[src/rtl/tpg_pkg.sv]
package tpg_pkg;
   typedef enum logic {
      ARR_INTERLEAVE = 1'b0,
      ARR_BLOCK      = 1'b1
   } arr_mode_e;

   // interleaved arrangement: one masked word after this many raw ones
   localparam int unsigned RAW_PER_MASKED = 2;
   localparam int unsigned ILV_PERIOD     = RAW_PER_MASKED + 1;
endpackage

[src/rtl/tpg_lfsr.sv]
module tpg_lfsr #(
   parameter int unsigned W    = 32,
   parameter logic [W-1:0] TAPS = 32'h8020_0003
) (
   input  logic         clk,
   input  logic         rst_n,
   input  logic         load,
   input  logic [W-1:0] seed,
   input  logic         adv,
   output logic [W-1:0] state
);
   logic [W-1:0] nxt;

   // right-shifting Galois form, one XOR per tapped bit
   for (genvar b = 0; b < W; b++) begin : g_bit
      if (b == W - 1) begin : g_top
         assign nxt[b] = TAPS[b] & state[0];
      end else begin : g_mid
         assign nxt[b] = state[b+1] ^ (TAPS[b] & state[0]);
      end
   end

   always_ff @(posedge clk or negedge rst_n) begin
      if (!rst_n)       state <= {{(W-1){1'b0}}, 1'b1};
      else if (load)    state <= (seed == '0) ? {{(W-1){1'b0}}, 1'b1} : seed;
      else if (adv)     state <= nxt;
   end

   AST_LFSR_NONZERO: assert property (@(posedge clk) disable iff (!rst_n)
      state != '0) else $error("lfsr reached zero");

   AST_LFSR_FROZEN: assert property (@(posedge clk) disable iff (!rst_n)
      !$past(load) && !$past(adv) |-> $stable(state)) else $error("lfsr moved without advance");
endmodule

[src/rtl/tpg_mask_table.sv]
module tpg_mask_table #(
   parameter int unsigned W     = 32,
   parameter int unsigned NMASK = 14,
   parameter int unsigned IW    = 4
) (
   input  logic          clk,
   input  logic          rst_n,
   input  logic          wr_en,
   input  logic [IW-1:0] wr_addr,
   input  logic [W-1:0]  wr_care,
   input  logic [W-1:0]  wr_value,
   input  logic [IW-1:0] rd_addr,
   output logic [W-1:0]  rd_care,
   output logic [W-1:0]  rd_value
);
   logic [W-1:0] care_q  [NMASK];
   logic [W-1:0] value_q [NMASK];

   for (genvar e = 0; e < NMASK; e++) begin : g_entry
      always_ff @(posedge clk or negedge rst_n) begin
         if (!rst_n) begin
            care_q[e]  <= '0;
            value_q[e] <= '0;
         end else if (wr_en && wr_addr == IW'(e)) begin
            care_q[e]  <= wr_care;
            value_q[e] <= wr_value;
         end
      end
   end

   always_comb begin
      rd_care  = '0;
      rd_value = '0;
      for (int e = 0; e < NMASK; e++) begin
         if (rd_addr == IW'(e)) begin
            rd_care  = care_q[e];
            rd_value = value_q[e];
         end
      end
   end
endmodule

[src/rtl/tpg_seq.sv]
module tpg_seq
   import tpg_pkg::*;
#(
   parameter int unsigned IW = 4,
   parameter int unsigned RW = 8,
   parameter int unsigned CW = 16
) (
   input  logic          clk,
   input  logic          rst_n,
   input  logic          start,
   input  logic          cfg_mode,
   input  logic          cfg_hold,
   input  logic [IW:0]   cfg_nmask,
   input  logic [RW-1:0] cfg_run,
   input  logic [CW-1:0] cfg_total,
   output logic          load,
   output logic          adv,
   output logic          busy,
   output logic          done,
   output logic          mask_on,
   output logic [IW-1:0] mask_idx
);
   arr_mode_e     mode_q;
   logic          hold_q;
   logic [IW:0]   nmask_q;
   logic [RW-1:0] run_q;
   logic [CW-1:0] total_q;
   logic [1:0]    phase;
   logic [IW:0]   midx;
   logic [RW-1:0] rcnt;
   logic [CW-1:0] vcnt;
   logic          last;
   logic          run_end;
   logic          hold_next;
   logic          sel;

   assign load    = start && !busy;
   assign last    = (vcnt == total_q - CW'(1));
   assign run_end = (rcnt == run_q - RW'(1));

   always_comb begin
      if (mode_q == ARR_INTERLEAVE)
         sel = (nmask_q != '0) && (phase == 2'(ILV_PERIOD - 1));
      else
         sel = (run_q != '0) && (midx < nmask_q);
   end

   assign mask_on   = busy && sel;
   assign mask_idx  = mask_on ? midx[IW-1:0] : '0;
   assign hold_next = (mode_q == ARR_BLOCK) && hold_q && mask_on && run_end;
   assign adv       = busy && !last && !hold_next;

   always_ff @(posedge clk or negedge rst_n) begin
      if (!rst_n) begin
         mode_q  <= ARR_INTERLEAVE;
         hold_q  <= 1'b0;
         nmask_q <= '0;
         run_q   <= '0;
         total_q <= '0;
         phase   <= '0;
         midx    <= '0;
         rcnt    <= '0;
         vcnt    <= '0;
         busy    <= 1'b0;
         done    <= 1'b0;
      end else if (load) begin
         mode_q  <= arr_mode_e'(cfg_mode);
         hold_q  <= cfg_hold;
         nmask_q <= cfg_nmask;
         run_q   <= cfg_run;
         total_q <= cfg_total;
         phase   <= '0;
         midx    <= '0;
         rcnt    <= '0;
         vcnt    <= '0;
         busy    <= (cfg_total != '0);
         done    <= (cfg_total == '0);
      end else if (busy) begin
         vcnt <= vcnt + CW'(1);
         if (last) begin
            busy <= 1'b0;
            done <= 1'b1;
         end
         if (mode_q == ARR_INTERLEAVE) begin
            if (phase == 2'(ILV_PERIOD - 1)) begin
               phase <= '0;
               midx  <= (midx + (IW+1)'(1) >= nmask_q) ? '0 : midx + (IW+1)'(1);
            end else begin
               phase <= phase + 2'd1;
            end
         end else if (sel) begin
            if (run_end) begin
               rcnt <= '0;
               midx <= midx + (IW+1)'(1);
            end else begin
               rcnt <= rcnt + RW'(1);
            end
         end
      end
   end

   AST_IDX_RANGE: assert property (@(posedge clk) disable iff (!rst_n)
      mask_on |-> midx < nmask_q) else $error("mask index beyond loaded count");

   AST_VALID_DONE_EXCL: assert property (@(posedge clk) disable iff (!rst_n)
      !(busy && done)) else $error("busy and done together");

   AST_COUNT_STEP: assert property (@(posedge clk) disable iff (!rst_n)
      busy && $past(busy) |-> vcnt == $past(vcnt) + CW'(1)) else $error("vector count skipped");

   AST_DONE_STICKY: assert property (@(posedge clk) disable iff (!rst_n)
      done && !start |=> done) else $error("done dropped without start");

   AST_START_IGNORED: assert property (@(posedge clk) disable iff (!rst_n)
      busy && start && !last |=> busy && vcnt != '0) else $error("start restarted a busy session");
endmodule

[src/rtl/masked_tpg.sv]
module masked_tpg #(
   parameter int unsigned  W     = 32,
   parameter int unsigned  NMASK = 14,
   parameter int unsigned  RW    = 8,
   parameter int unsigned  CW    = 16,
   parameter logic [W-1:0] TAPS  = 32'h8020_0003,
   localparam int unsigned IW    = (NMASK > 1) ? $clog2(NMASK) : 1
) (
   input  logic          clk,
   input  logic          rst_n,
   input  logic          start,
   input  logic          cfg_mode,
   input  logic          cfg_hold,
   input  logic [IW:0]   cfg_nmask,
   input  logic [RW-1:0] cfg_run,
   input  logic [CW-1:0] cfg_total,
   input  logic [W-1:0]  cfg_seed,
   input  logic          mw_en,
   input  logic [IW-1:0] mw_addr,
   input  logic [W-1:0]  mw_care,
   input  logic [W-1:0]  mw_value,
   output logic [W-1:0]  vec_out,
   output logic          vec_valid,
   output logic          vec_masked,
   output logic [IW-1:0] mask_idx,
   output logic          done
);
   if (W < 2) begin : g_bad_width
      $error("W must be at least 2");
   end
   if (NMASK < 1) begin : g_bad_depth
      $error("NMASK must be at least 1");
   end
   if (TAPS[W-1] != 1'b1) begin : g_bad_taps
      $error("TAPS must include the top term");
   end

   logic          load;
   logic          adv;
   logic          busy;
   logic          mask_on;
   logic [IW-1:0] idx;
   logic [W-1:0]  lfsr;
   logic [W-1:0]  care;
   logic [W-1:0]  value;

   tpg_seq #(.IW(IW), .RW(RW), .CW(CW)) u_seq (
      .clk(clk), .rst_n(rst_n), .start(start),
      .cfg_mode(cfg_mode), .cfg_hold(cfg_hold), .cfg_nmask(cfg_nmask),
      .cfg_run(cfg_run), .cfg_total(cfg_total),
      .load(load), .adv(adv), .busy(busy), .done(done),
      .mask_on(mask_on), .mask_idx(idx)
   );

   tpg_lfsr #(.W(W), .TAPS(TAPS)) u_lfsr (
      .clk(clk), .rst_n(rst_n), .load(load), .seed(cfg_seed),
      .adv(adv), .state(lfsr)
   );

   tpg_mask_table #(.W(W), .NMASK(NMASK), .IW(IW)) u_tab (
      .clk(clk), .rst_n(rst_n), .wr_en(mw_en), .wr_addr(mw_addr),
      .wr_care(mw_care), .wr_value(mw_value),
      .rd_addr(idx), .rd_care(care), .rd_value(value)
   );

   assign vec_out    = mask_on ? ((lfsr & ~care) | (value & care)) : lfsr;
   assign vec_valid  = busy;
   assign vec_masked = mask_on;
   assign mask_idx   = idx;

   AST_CARE_FORCED: assert property (@(posedge clk) disable iff (!rst_n)
      vec_masked |-> ((vec_out ^ value) & care) == '0) else $error("care bit not forced");

   AST_FREE_FOLLOWS: assert property (@(posedge clk) disable iff (!rst_n)
      vec_valid && !vec_masked |-> vec_out == lfsr) else $error("raw vector altered");

   AST_IDLE_QUIET: assert property (@(posedge clk) disable iff (!rst_n)
      !vec_valid |-> !vec_masked && mask_idx == '0) else $error("mask shown while idle");
endmodule

[config.mk]
export PLATFORM = sky130hd
export DESIGN_NAME = masked_tpg
export DESIGN_NICKNAME = d
export VERILOG_FILES = /design/src/rtl/tpg_pkg.sv /design/src/rtl/tpg_lfsr.sv /design/src/rtl/tpg_mask_table.sv /design/src/rtl/tpg_seq.sv /design/src/rtl/masked_tpg.sv
export SDC_FILE = /design/constraint.sdc
export NUM_CORES = 2
export LEC_CHECK = 0
export BUFFER_PORTS_ARGS = -buffer_cell sky130_fd_sc_hd__buf_2
export CAP_MARGIN = 30
export CORE_MARGIN = 2
export CORE_UTILIZATION = 55
export CTS_CLUSTER_SIZE = 40
export DETAILED_ROUTE_END_ITERATION = 6
export GPL_TIMING_DRIVEN = 0
export PLACE_DENSITY = 0.72
export SLEW_MARGIN = 20
export SYNTH_ARGS = -nofsm -noshare
export SYNTH_HDL_FRONTEND = slang
export SYNTH_SLANG_ARGS = --single-unit
[constraint.sdc]
create_clock -name clk -period 5.7 [get_ports clk]
set_clock_uncertainty 0.2 [all_clocks]
set_input_delay 1.14 -clock clk [delete_from_list [all_inputs] [get_ports clk]]
set_output_delay 1.14 -clock clk [all_outputs]
set_load 0.05 [all_outputs]
=== Yosys cells after proc, flatten, opt, wreduce, memory -nomap -nowiden ===
Cells that the tools add are included.

* Logic and storage cells: 188
* Register bits after elaboration: 992
* Output and inout bits: 39
* Bits of input ports: 135

* $lt $le $gt $ge: 2
* Eq/ne operators: 32
* Reductions and logical operators: 43
* Bitwise logic cells: 7
* Add/sub/neg operators: 6
* Muxes and demuxes: 58

{| class="wikitable"
|+ Operator list
! operator !! count
|-
| 32-bit 2-to-1 mux || 32
|-
| 32-bit bitwise AND || 2
|-
| 4-bit equality test, second input constant || 12
|-
| 8-bit 2-to-1 mux || 5
|-
| 5-bit 2-to-1 mux || 7
|-
| 4-bit by 3-bit equality test with 1-bit output, second input constant || 8
|-
| 32-bit logical NOT || 1
|-
| 16-bit 2-to-1 mux || 2
|-
| 32-bit NOT || 1
|-
| 32-bit bitwise OR || 1
|-
| 1-bit logical AND || 23
|-
| 16-bit by 1-bit adder with 16-bit output, second input constant || 1
|-
| 16-bit equality test || 1
|-
| 4-bit by 2-bit equality test with 1-bit output, second input constant || 4
|-
| 16-bit logical NOT || 1
|-
| 16-bit nonzero test || 1
|-
| 16-bit by 1-bit subtractor with 16-bit output, second input constant || 1
|-
| 2-bit nonzero test || 5
|-
| 8-bit by 1-bit adder with 8-bit output, second input constant || 1
|-
| 4-bit by 1-bit equality test with 1-bit output, second input constant || 2
|-
| 8-bit equality test || 1
|-
| 4-bit logical NOT || 2
|-
| 2-bit 2-to-1 mux || 4
|-
| 8-bit nonzero test || 1
|-
| 17 further kinds || 29
|}

=== Longest topological paths before layout ===
* Depth after elaboration: 24
* Gate-level depth with buffers: 17
* Depth with buffers taken out: 12

=== Modules after synthesis ===
A second synthesis with hierarchy kept.

* Cell total of the unflattened synthesis: 3870
* Area total of the unflattened synthesis: 48421.4 sq um

{| class="wikitable"
|+ By module, submodules not included
! module !! sequential area each (sq um) !! times used !! area each (sq um) !! cells each
|-
| tpg_mask_table || 22421.5 || 1 || 42248.0 || 3197
|-
| tpg_seq || 1601.5 || 1 || 3951.3 || 451
|-
| tpg_lfsr || 802.0 || 1 || 1595.3 || 155
|-
| masked_tpg || 0.0 || 1 || 626.9 || 67
|}

=== Least setup slack after synthesis ===
Ideal clock, no wire load.

* Path kind: reg-to-output
* Start point: register u_seq.midx[0]
* End point: output port vec_out[5]
* Arrival: 3865 ps
* Buffers on the path: 4
* Required time: 4360 ps
* Path slack: 495 ps
* Stages on the path, launching flop included: 15
* Path through: dfrtp_1 > buf_2 > clkinv_1 > ha_1 > nand2b_1 > a21oi_1 > o31a_1 > buf_4 > nor3_2 > clkbuf_1 > buf_1 > a222oi_1 > nand3_1 > o221ai_1 > o21ai_0

* Word-level cells in the longest chain between the ends: 24
* Elaborated cells on any way between the ends: 52
* Those cells by class: order compare (1); eq/ne (13); mux (31); bitwise (4); reduce/logical (3)

{| class="wikitable"
|+ Ends and longest elaborated chain
! item !! RTL line !! source
|-
| start: declaration || tpg_seq.sv:29 || <nowiki>logic [IW:0] midx;</nowiki>
|-
| start signal: assignment || tpg_seq.sv:87 || <nowiki>midx <= (midx + (IW+1)'(1) >= nmask_q) ? '0 : midx + (IW+1)'(1);</nowiki>
|-
| start signal: assignment || tpg_seq.sv:94 || <nowiki>midx <= midx + (IW+1)'(1);</nowiki>
|-
| 5-bit < comparator || tpg_seq.sv:45 || <nowiki>sel = (run_q != '0) && (midx < nmask_q);</nowiki>
|-
| 1-bit logical AND || tpg_seq.sv:45 ||
|-
| 1-bit 2-to-1 mux || tpg_seq.sv:42 || <nowiki>if (mode_q == ARR_INTERLEAVE)</nowiki>
|-
| 1-bit logical AND || tpg_seq.sv:48 || <nowiki>assign mask_on = busy && sel;</nowiki>
|-
| 4-bit 2-to-1 mux || tpg_seq.sv:49 || <nowiki>assign mask_idx = mask_on ? midx[IW-1:0] : '0;</nowiki>
|-
| 4-bit logical NOT || tpg_mask_table.sv:35 || <nowiki>if (rd_addr == IW'(e)) begin</nowiki>
|-
| 32-bit 2-to-1 mux (14 in a row) || tpg_mask_table.sv:35 ||
|-
| 32-bit NOT || masked_tpg.sv:66 || <nowiki>assign vec_out = mask_on ? ((lfsr & ~care) | (value & care)) : lfsr;</nowiki>
|-
| 32-bit bitwise AND || masked_tpg.sv:66 ||
|-
| 32-bit bitwise OR || masked_tpg.sv:66 ||
|-
| 32-bit 2-to-1 mux (*) || masked_tpg.sv:66 ||
|-
| end: declaration || masked_tpg.sv:22 || <nowiki>output logic [W-1:0] vec_out,</nowiki>
|}

Mark *: on every way between the ends. The rest lies on a longest branch, timed or not.

=== Worst setup path after layout ===
* Start point: register u_seq.run_q[1]
* End point: output port vec_out[7]

* Word-level cells in the longest chain between the ends: 24
* Elaborated cells on any way between the ends: 52
* Those cells by class: eq/ne (13); mux (31); bitwise (4); reduce/logical (4)

{| class="wikitable"
|+ Ends and longest elaborated chain
! item !! RTL line !! source
|-
| start: declaration || tpg_seq.sv:26 || <nowiki>logic [RW-1:0] run_q;</nowiki>
|-
| start signal: assignment || tpg_seq.sv:70 || <nowiki>run_q <= cfg_run;</nowiki>
|-
| 8-bit nonzero test (*) || tpg_seq.sv:45 ||
|-
| 1-bit logical AND (*) || tpg_seq.sv:45 ||
|-
| 1-bit 2-to-1 mux (*) || tpg_seq.sv:42 ||
|-
| 1-bit logical AND (*) || tpg_seq.sv:48 ||
|-
| 4-bit 2-to-1 mux || tpg_seq.sv:49 ||
|-
| 4-bit logical NOT || tpg_mask_table.sv:35 ||
|-
| 32-bit 2-to-1 mux (14 in a row) || tpg_mask_table.sv:35 ||
|-
| 32-bit NOT || masked_tpg.sv:66 ||
|-
| 32-bit bitwise AND || masked_tpg.sv:66 ||
|-
| 32-bit bitwise OR || masked_tpg.sv:66 ||
|-
| 32-bit 2-to-1 mux (*) || masked_tpg.sv:66 ||
|}

Marked as above.

==> results_dict.tcl <==
set metrics [dict create \
    r2r_start "u_seq.run_q[1]" \
    worst_setup_path_end_kind "output pin" \
    drt_pass1_iterations 7 \
    layout_common_cells "dfrtp_1 (989), mux2_2 (897), clkbuf_1 (192)" \
    grt_max_degree 138 \
    synth_top_family_by_area "multiplexers" \
    ys_seq_area_share_pct 55.32 \
    netlist_area_um2 44880 \
    clockPowerShare_pct 24.3 \
    synth_xor_area_share_pct 0.7806 \
    drive_gt1_share_pct 43.89 \
    cts_buffers 103 \
    muxShareOfSynthArea_pct 23.89 \
    dp_hpwl_mm 113.4 \
    antenna_found_initial 20 \
    cts_tree "done" \
    p_int_uw 18310 \
    wire_per_inst_um 34.76 \
    async_flop_share_pct 100.0 \
    path_clk_slew_ns 0.06 \
    dieArea_um2 83900 \
    grt_pass1_vias 35940 \
    crit_fanout 10 \
    nets 4235 \
    cap_violations 0 \
    synthCells 3571 \
    core_region_area_um2 80680 \
    dpl_cell_area_um2 47780 \
    ys_warn_count 0 \
    cts_root_buffer "clkbuf_16" \
    setup_tns_ns -3.640 \
    clock.fmax_mhz 166.9 \
    hold_buffers 0 \
    p_comb_share_pct 41.3 \
    syn_nets 3721 \
    antenna_left 0 \
    p_sw_share_pct 38.17 \
    vias 36590 \
    fp.dieH_um 289.7 \
    vdd_drop_max_v 0.0003270 \
    drcViolationCount 15 \
    reg2reg_slack_ns -0.06 \
    finalHoldViolCount 0 \
    synth_edf_count 0 \
    final_max_slew_viol_count 0 \
    power.density_nw_per_um2 528.6 \
    viasPerCell 6.985 \
    synth_flop_cell "dfrtp_1" \
    r2r-end "u_seq.run_q[1]" \
    worstHoldPathType "primary input to async pin" \
    grt_overflow_total 0 \
    port_buffers 171 \
    yosys.cell_types.count 77 \
    synth_fa_ha_area_share_pct 0.4182 \
    p_sw_uw 11310 \
    p_total_uw 29620 \
    syn_avg_cell_area_um2 12.57 \
    reg2reg_depth 43 \
    worst_ep_arrival_time_ns 4.65 \
    rsz0062_at_grt "true" \
    wirelength_mm 182.1 \
    relSlewSlack_pct 22.39 \
    grtUsageTotal_pct 42.67 \
    initial_utilization_pct 55.63 \
    setup.worst_path.class "flip-flop to output pin" \
    yosys.area_share.simple_pct 5.949 \
    die-width_um 289.7 \
    grt_pass1_wl_mm 252.6 \
    violations "design-rule violations, negative setup slack" \
    cp.required_ns 4.36 \
    gp_congestion 1.000 \
    clock_sinks 992 \
    ys_ff_latch 992 \
    io_pins 174 \
    h-tree-depth 3 \
    place_ws_ns -1.656 \
    cts_buffer_depth 3 \
    setup_viol 30 \
    start_kind "flip-flop" \
    design_area_um2 56020 \
    fin_crit_sh_pct 105.1 \
    layout_commonest_cell "dfrtp_1" \
    seqPwrFrac_pct 34.4 \
    drt-initial-drc-count 5187 \
    max_slew.worst_pin.slew_ns 1.164 \
    rows 104 \
    hold_ws_ns 0.2950 \
    fin_ws_ns -0.2901 \
    synth_compound_area_share_pct 10.68 \
    p_leak_uw 0.02443 \
    syn2layout_area_growth_pct 24.83 \
    period_minus_slack_ns 5.990 \
    status "finished, violations left" \
    clk_latency_ns 0.70 \
]
kinds of logic after synthesis:
kind of cell / Yosys count
flip-flops: 992
multiplexers: 957
AND/OR/NAND/NOR: 567
AO/OA/AOI/OAI: 674
buffers and inverters: 326
adder cells (fa/ha/maj): 15
XOR/XNOR: 40
metal layers:
layer  wire length, um  track usage, %  vias up
li1                  -               -    14300
met1             63110           51.79    18390
met2             75000           60.14     2911
met3             27530           19.89      960
met4             16070           29.88       30
met5               380               0        -
worst max-delay path: stages, from the launching register on:
cell,delay (ns)
dfrtp_1,0.40
inv_2,0.10
ha_4,0.14
or4b_4,0.51
nor4_4,0.21
o31a_1,0.22
buf_6,0.20
nor3_2,0.09
buf_6,0.18
buf_12,0.18
buf_6,0.16
buf_8,0.16
a221oi_4,0.22
nand3_2,0.12
a22oi_2,0.58
a31oi_2,0.22
buf_6,0.20
per-stage QoR:
step / std cells / util, %
floorplan: 3571 / -
global placement: 4802 / 58.33
detailed placement: 4844 / 59.22
CTS: 5156 / 67.86
global route: 5229 / 69.41
finish: 5238 / 69.44
sequential cells by signal (all words and copies together), names as in the netlist:
register and count:
u_lfsr.state 32, u_seq.busy 1, u_seq.done 1, u_seq.hold_q 1, u_seq.midx 5, u_seq.mode_q 1
u_seq.nmask_q 5, u_seq.phase 2, u_seq.rcnt 8, u_seq.run_q 8, u_seq.total_q 16, u_seq.vcnt 16
u_tab.care_q 448, u_tab.value_q 448
how the worst max path moves through the flow:
stage,slack [ns],start,endpoint,depth (start not counted)
final,-0.29,u_seq.run_q[1],vec_out[7],16
after global routing,-0.32,u_seq.run_q[1],vec_out[7],16
after CTS,-0.32,u_seq.run_q[1],vec_out[7],16
after detailed placement,-1.66,u_seq.midx[0],vec_out[9],17
after global placement,-18.41,rst_n,u_tab.value_q[201],1
after floorplan,0.50,u_seq.midx[0],vec_out[5],14
timing repair:
action | CTS | global route
cloned | 1 | 4
buffers inserted | 129 | 78
gates resized for setup | 588 | 151
endpoints found under the setup margin | 35 | 33
pin swaps | 89 | 98
layout make-up:
cell class	count	area [um^2]
sequential	992	24830
timing repair buffer	415	3659
multi-input combinational	2254	20170
clock inverter	33	473.0
tap	1060	1326
inverter	28	125.1
antenna	13	32.53
clock buffer	152	3114
fill	5474	24650
buffer	291	2298
synth_stat cells (all sizes together), types with 26 or more instances:
cell type / n / area (um^2)
a221o: 33 / 330.3
a22o: 26 / 227.7
dfrtp: 991 / 24800
a221oi: 67 / 599.3
mux2: 912 / 10270
nor2: 147 / 554.3
nor3: 40 / 210.2
o22ai: 82 / 513.0
nand2: 194 / 728.2
o21ai: 102 / 510.5
buf: 60 / 334.1
nand3: 52 / 265.3
inv: 27 / 101.3
a22oi: 123 / 923.4
mux2i: 45 / 450.4
a21oi: 99 / 495.5
clkbuf: 238 / 893.4
power by group through the flow:
stage / logic (uW) / registers, uW / clock network, uW
after floorplan: 5480 / 9680 / 0
after global placement: 8280 / 10100 / 0
after detailed placement: 8580 / 10100 / 0
after CTS: 10800 / 10000 / 7130
after global routing: 12500 / 10300 / 7460
final: 12200 / 10200 / 7180
Power figures use the tool's default switching activity.
